## config.mk

```make
export PLATFORM = sky130hd
export DESIGN_NAME = msi_agg_ctrl
export DESIGN_NICKNAME = d
export VERILOG_FILES = /design/src/rtl/msi_agg_pkg.sv /design/src/rtl/msi_doorbell_dec.sv /design/src/rtl/msi_reg_dec.sv /design/src/rtl/msi_vec_bank.sv /design/src/rtl/msi_agg_ctrl.sv
export SDC_FILE = /design/constraint.sdc
export NUM_CORES = 1
export LEC_CHECK = 0
export ABC_CLOCK_PERIOD_IN_PS = 2020
export BUFFER_PORTS_ARGS = -buffer_cell sky130_fd_sc_hd__clkbuf_2
export CAP_MARGIN = 10
export CORE_MARGIN = 2
export CORE_UTILIZATION = 30
export CTS_CLUSTER_DIAMETER = 80
export DETAILED_ROUTE_END_ITERATION = 12
export SLEW_MARGIN = 20
export SYNTH_ARGS = -nofsm -noshare
export SYNTH_HDL_FRONTEND = slang
export SYNTH_SLANG_ARGS = --single-unit
```

## constraint.sdc

```tcl
create_clock -name clk_i -period 2.02 [get_ports clk_i]
set_input_delay 0.404 -clock clk_i [delete_from_list [all_inputs] [get_ports clk_i]]
set_output_delay 0.404 -clock clk_i [all_outputs]
set_load 0.1 [all_outputs]
```

## src/rtl/msi_agg_pkg.sv

```systemverilog
package msi_agg_pkg;
  typedef enum logic [1:0] {
    REGION_NONE,
    REGION_PEND,
    REGION_EN
  } region_e;
endpackage

```

## src/rtl/msi_doorbell_dec.sv

```systemverilog
module msi_doorbell_dec #(
  parameter int          NUM_VEC  = 256,
  parameter int          DATA_W   = 32,
  parameter logic [63:0] DB_ADDR  = 64'h0000_0040_F000_0100
) (
  input  logic                msg_valid_i,
  input  logic [63:0]         msg_addr_i,
  input  logic [DATA_W-1:0]   msg_data_i,
  output logic [NUM_VEC-1:0]  set_o
);
  logic accept;

  assign accept = msg_valid_i && (msg_addr_i == DB_ADDR) &&
                  (msg_data_i < DATA_W'(NUM_VEC));

  for (genvar v = 0; v < NUM_VEC; v++) begin : g_set
    assign set_o[v] = accept && (msg_data_i == DATA_W'(v));
  end
endmodule

```

## src/rtl/msi_reg_dec.sv

```systemverilog
module msi_reg_dec
  import msi_agg_pkg::*;
#(
  parameter int NUM_WORDS = 8,
  parameter int ADDR_W    = 8,
  parameter int PEND_BASE = 'h80,
  parameter int EN_BASE   = 'hA0,
  localparam int IDX_W    = (NUM_WORDS > 1) ? $clog2(NUM_WORDS) : 1
) (
  input  logic [ADDR_W-1:0] addr_i,
  output region_e           region_o,
  output logic [IDX_W-1:0]  idx_o
);
  localparam int SPAN = 4 * NUM_WORDS;

  logic [31:0] a;
  logic        aligned, in_pend, in_en;
  logic [31:0] off;

  assign a       = 32'(addr_i);
  assign aligned = (addr_i[1:0] == 2'b00);
  assign in_pend = aligned && (a >= 32'(PEND_BASE)) && (a < 32'(PEND_BASE + SPAN));
  assign in_en   = aligned && (a >= 32'(EN_BASE)) && (a < 32'(EN_BASE + SPAN));

  always_comb begin
    region_o = REGION_NONE;
    off      = '0;
    if (in_pend) begin
      region_o = REGION_PEND;
      off      = a - 32'(PEND_BASE);
    end else if (in_en) begin
      region_o = REGION_EN;
      off      = a - 32'(EN_BASE);
    end
  end

  assign idx_o = IDX_W'(off >> 2);
endmodule

```

## src/rtl/msi_vec_bank.sv

```systemverilog
module msi_vec_bank #(
  parameter int WORD_W    = 32,
  parameter int NUM_WORDS = 8,
  parameter bit W1C       = 1'b1,
  localparam int NBITS    = WORD_W * NUM_WORDS
) (
  input  logic                 clk_i,
  input  logic                 rst_ni,
  input  logic [NBITS-1:0]     set_i,
  input  logic [NUM_WORDS-1:0] wr_en_i,
  input  logic [WORD_W-1:0]    wdata_i,
  output logic [NBITS-1:0]     q_o
);
  for (genvar w = 0; w < NUM_WORDS; w++) begin : g_word
    logic [WORD_W-1:0] q, d, s;
    assign s = set_i[w*WORD_W +: WORD_W];

    if (W1C) begin : g_w1c
      // set applied after clear: a same-cycle set survives
      assign d = (q & ~(wr_en_i[w] ? wdata_i : '0)) | s;
    end else begin : g_rw
      assign d = (wr_en_i[w] ? wdata_i : q) | s;
    end

    always_ff @(posedge clk_i or negedge rst_ni) begin
      if (!rst_ni) q <= '0;
      else         q <= d;
    end

    assign q_o[w*WORD_W +: WORD_W] = q;
  end
endmodule

```

## src/rtl/msi_agg_ctrl.sv

```systemverilog
module msi_agg_ctrl
  import msi_agg_pkg::*;
#(
  parameter int          NUM_VEC   = 256,
  parameter int          WORD_W    = 32,
  parameter int          DATA_W    = 32,
  parameter int          ADDR_W    = 8,
  parameter int          PEND_BASE = 'h80,
  parameter int          EN_BASE   = 'hA0,
  parameter logic [63:0] DB_ADDR   = 64'h0000_0040_F000_0100
) (
  input  logic              clk_i,
  input  logic              rst_ni,
  input  logic              msg_valid_i,
  input  logic [63:0]       msg_addr_i,
  input  logic [DATA_W-1:0] msg_data_i,
  input  logic [ADDR_W-1:0] reg_addr_i,
  input  logic              reg_we_i,
  input  logic              reg_re_i,
  input  logic [WORD_W-1:0] reg_wdata_i,
  output logic [WORD_W-1:0] reg_rdata_o,
  output logic              irq_o
);
  localparam int NUM_WORDS = NUM_VEC / WORD_W;
  localparam int IDX_W     = (NUM_WORDS > 1) ? $clog2(NUM_WORDS) : 1;

  logic [NUM_VEC-1:0]   set_vec;
  logic [NUM_VEC-1:0]   pend_q, en_q;
  logic [NUM_WORDS-1:0] pend_wr, en_wr;
  region_e              region;
  logic [IDX_W-1:0]     idx;
  logic [WORD_W-1:0]    rd_sel, rdata_q;

  msi_doorbell_dec #(
    .NUM_VEC (NUM_VEC),
    .DATA_W  (DATA_W),
    .DB_ADDR (DB_ADDR)
  ) i_db_dec (
    .msg_valid_i (msg_valid_i),
    .msg_addr_i  (msg_addr_i),
    .msg_data_i  (msg_data_i),
    .set_o       (set_vec)
  );

  msi_reg_dec #(
    .NUM_WORDS (NUM_WORDS),
    .ADDR_W    (ADDR_W),
    .PEND_BASE (PEND_BASE),
    .EN_BASE   (EN_BASE)
  ) i_reg_dec (
    .addr_i   (reg_addr_i),
    .region_o (region),
    .idx_o    (idx)
  );

  for (genvar w = 0; w < NUM_WORDS; w++) begin : g_wr
    assign pend_wr[w] = reg_we_i && (region == REGION_PEND) && (idx == IDX_W'(w));
    assign en_wr[w]   = reg_we_i && (region == REGION_EN)   && (idx == IDX_W'(w));
  end

  msi_vec_bank #(
    .WORD_W    (WORD_W),
    .NUM_WORDS (NUM_WORDS),
    .W1C       (1'b1)
  ) i_pend_bank (
    .clk_i   (clk_i),
    .rst_ni  (rst_ni),
    .set_i   (set_vec),
    .wr_en_i (pend_wr),
    .wdata_i (reg_wdata_i),
    .q_o     (pend_q)
  );

  msi_vec_bank #(
    .WORD_W    (WORD_W),
    .NUM_WORDS (NUM_WORDS),
    .W1C       (1'b0)
  ) i_en_bank (
    .clk_i   (clk_i),
    .rst_ni  (rst_ni),
    .set_i   ('0),
    .wr_en_i (en_wr),
    .wdata_i (reg_wdata_i),
    .q_o     (en_q)
  );

  always_comb begin
    unique case (region)
      REGION_PEND: rd_sel = pend_q[idx*WORD_W +: WORD_W];
      REGION_EN:   rd_sel = en_q[idx*WORD_W +: WORD_W];
      default:     rd_sel = '0;
    endcase
  end

  always_ff @(posedge clk_i or negedge rst_ni) begin
    if (!rst_ni)       rdata_q <= '0;
    else if (reg_re_i) rdata_q <= rd_sel;
    else               rdata_q <= '0;
  end

  assign reg_rdata_o = rdata_q;
  assign irq_o       = |(pend_q & en_q);
endmodule

```

==> flow_metrics.tcl <==
set metrics [dict create \
    min_path_type "in2async" \
    cts_tree "done" \
    max_freq_mhz 279 \
    worstSetupStartpointType "register" \
    drtAntennaViolNets 0 \
    fp.coreArea_sq_mm 0.0872 \
    routed_via_density 5.88 \
    fin_util 0.428 \
    crit_arrival_ns 3.17 \
    hold_violations 0 \
    grt.total_usage 0.309 \
    cts_inserted_buffers 61 \
    gp_congestion 1.05 \
    swShare 0.257 \
    fin_skew_ns 0.0290 \
    routedWlPerCell_um 30.9 \
    comb_power_share 0.085 \
    power_frac_seq 0.460 \
    grt_max_degree 87 \
    synth.net_count 2718 \
    htree_num_levels 2 \
    regArea_sq_mm 0.0136 \
    grt_overflow 0 \
    layout-drive-gt1-share 0.413 \
    worst_slack_ns -1.56 \
    synth_edf_count 0 \
    worstSetupPathType "reg2out" \
    tightest_slew_ns 0.767 \
    cts.sinks 544 \
    r2r_start "i_en_bank.g_word[2].q[27]" \
    wl_mm 142 \
    die_w_um 301 \
    drt_iter0_drc 3431 \
    syn_inst 2577 \
    r2r_end "reg_rdata_o[27]" \
    cp-endpoint "irq_o" \
    cp.required_ns 1.62 \
    clockPowerShare 0.455 \
    crit_path_start "i_en_bank.g_word[0].q[5]" \
    rrSetupSlack_ns 0.17 \
    rows 108 \
    clockBufferDepth 3 \
    num_vias 27100 \
    layout_commonest_cell "buf_4" \
    ioPinCount 174 \
    yosysSeqAreaShare 0.514 \
    die-height_um 301 \
    rsz0062_at_grt "true" \
    drc 0 \
    multi_input_area_sq_mm 0.0126 \
    hold_slack_ns 0.191 \
    max_slew_margin 0.483 \
    start_util 0.304 \
    grt_pass1_wl_mm 199 \
    syn_avg_cell_area_sq_um 10.3 \
    violations "setup timing" \
    async_reset_ff_frac 1.00 \
    ys.flop_type "dfrtp_1" \
    clockRootBuffer "clkbuf_16" \
    clk_latency_ns 0.67 \
    area_growth_pct 41.0 \
    nets 3541 \
    hpwl_mm 102 \
    synth_cell_type_count 62 \
    clkTransAtPathRegs_ns 0.06 \
    syn_area_sq_mm 0.0265 \
    grt_pass1_vias 26600 \
    dp.cells 4492 \
    final-instance-count-excl-fill 4603 \
    power_switching_w 0.00630 \
    crit_path_max_fanout 2 \
    setup_viol 1 \
    most-common-layout-cells "buf_4, nand2_1, dfrtp_1" \
    finalCritPeriodShare 1.77 \
    powerDensity_mw_per_mm2 656 \
    cp-end-kind "output port" \
    slew_violations 0 \
    grt_antenna_before_repair 10 \
    yosysWarningCount 0 \
    vdd.ir_drop.worst_mv 0.677 \
    min_period_ns 3.58 \
    first_pass_iters 6 \
    fillerInstances 8360 \
    dieArea_sq_mm 0.0906 \
    numPortBuffers 173 \
    synth-seq-cells 544 \
    intPower_w 0.0182 \
    maxCapViolations 0 \
    leakage_nw 17.7 \
    status "finished with violations" \
    rr_worst_depth 5 \
]
worst min path at each step:
stage                                   to  slack (ns)    from  cells past startpoint
6_report       i_pend_bank.g_word[7].q[12]        0.19  rst_ni                      2
5_1_grt        i_pend_bank.g_word[7].q[12]        0.22  rst_ni                      2
4_1_cts        i_pend_bank.g_word[7].q[12]        0.19  rst_ni                      2
3_5_place_dp   i_pend_bank.g_word[7].q[12]        0.28  rst_ni                      1
3_3_place_gp   i_pend_bank.g_word[7].q[12]        0.28  rst_ni                      1
2_1_floorplan     i_en_bank.g_word[0].q[0]        0.11  rst_ni                      0
power groups by stage:
stage	Sequential (W)	Clock (W)	Combinational [W]
3_5_place_dp	0.0114	0	0.00200
4_1_cts	0.0113	0.0111	0.00201
3_3_place_gp	0.0114	0	0.00199
6_report	0.0113	0.0111	0.00207
5_1_grt	0.0113	0.0116	0.00214
2_1_floorplan	0.0114	0	0.000615
synthesized netlist by cell type (all sizes together), types with 10 or more instances:
library cell / instances / area (sq um)
nor2: 43 / 166
mux4: 18 / 405
a31oi: 11 / 68.8
a211o: 11 / 96.3
mux2i: 40 / 400
mux2: 289 / 3250
a221oi: 73 / 658
and3: 32 / 200
nand3: 23 / 115
o21ai: 281 / 1410
a21oi: 26 / 130
and4: 10 / 87.6
buf: 65 / 310
o22ai: 46 / 288
a211oi: 29 / 218
dfrtp: 544 / 13600
a22o: 64 / 561
nor4: 42 / 315
a2bb2oi: 15 / 131
nand4: 23 / 144
a41oi: 10 / 87.6
o221ai: 22 / 193
a32o: 11 / 110
clkbuf: 128 / 480
nand2: 639 / 2400
repair_timing:
action / in CTS / in global routing
setup endpoints to repair: 3 / 2
hold buffers: 1 / 0
hold endpoints to repair: 116 / 0
setup buffers: 0 / 0
pin swaps: 5 / 2
gates resized for setup: 17 / 9
area by class of cell:
class                   count  area share
flip-flops and latches    544       0.365
multi-input cells        1835       0.337
repair buffers            953       0.207
clock buffers              94      0.0491
well taps                1155      0.0387
clock inverters            12     0.00255
inverters                   5    0.000503
diodes                      5    0.000335
layer usage:
layer	vias up	routed length [um]	global-route usage	part of all wire
met4	8	11700	0.203	0.082
met3	611	19500	0.103	0.14
met2	2073	58500	0.444	0.41
met1	13300	52700	0.395	0.37
met5	-	91	0	0.00064
li1	11100	-	-	-
registers in the layout, summed over array words and instances, names as in the netlist:
register and count:
i_en_bank.g_word.q 256, i_pend_bank.g_word.q 256, reg_rdata_o 32
through the flow:
| step | cell area [sq um] | power (W) | worst slack (ns) | TNS (ns) |
|---|---|---|---|---|
| after floorplan | 26900 | 0.0120 | -0.448 | -1.77 |
| after global placement | 35200 | 0.0134 | -0.926 | -170.89 |
| after detailed placement | 35200 | 0.0134 | -0.847 | -182.61 |
| after CTS | 37200 | 0.0244 | -1.36 | -1.36 |
| after global routing | 37300 | 0.0250 | -1.54 | -1.54 |
| final | 37300 | 0.0245 | -1.56 | -1.56 |
cell families (layout without fill, tap and decap cells):
family | Yosys count | count (layout) | share of synthesized area
buffers and inverters | 198 | 1064 | 0.0306
AND/OR/NAND/NOR | 851 | 851 | 0.140
multiplexers | 347 | 347 | 0.153
other | 0 | 5 | 0
flip-flops | 544 | 544 | 0.514
AO/OA/AOI/OAI | 637 | 637 | 0.161
worst max-delay path: stages (launching register included):
cell and delay [ns]:
dfrtp_1 0.38, a22o_1 0.35, a221oi_2 0.35, nand4_1 0.30
nor4_4 0.34, nand4_1 0.38, buf_4 0.28, buf_12 0.16
Note: power is estimated with default switching activity, not from simulation.
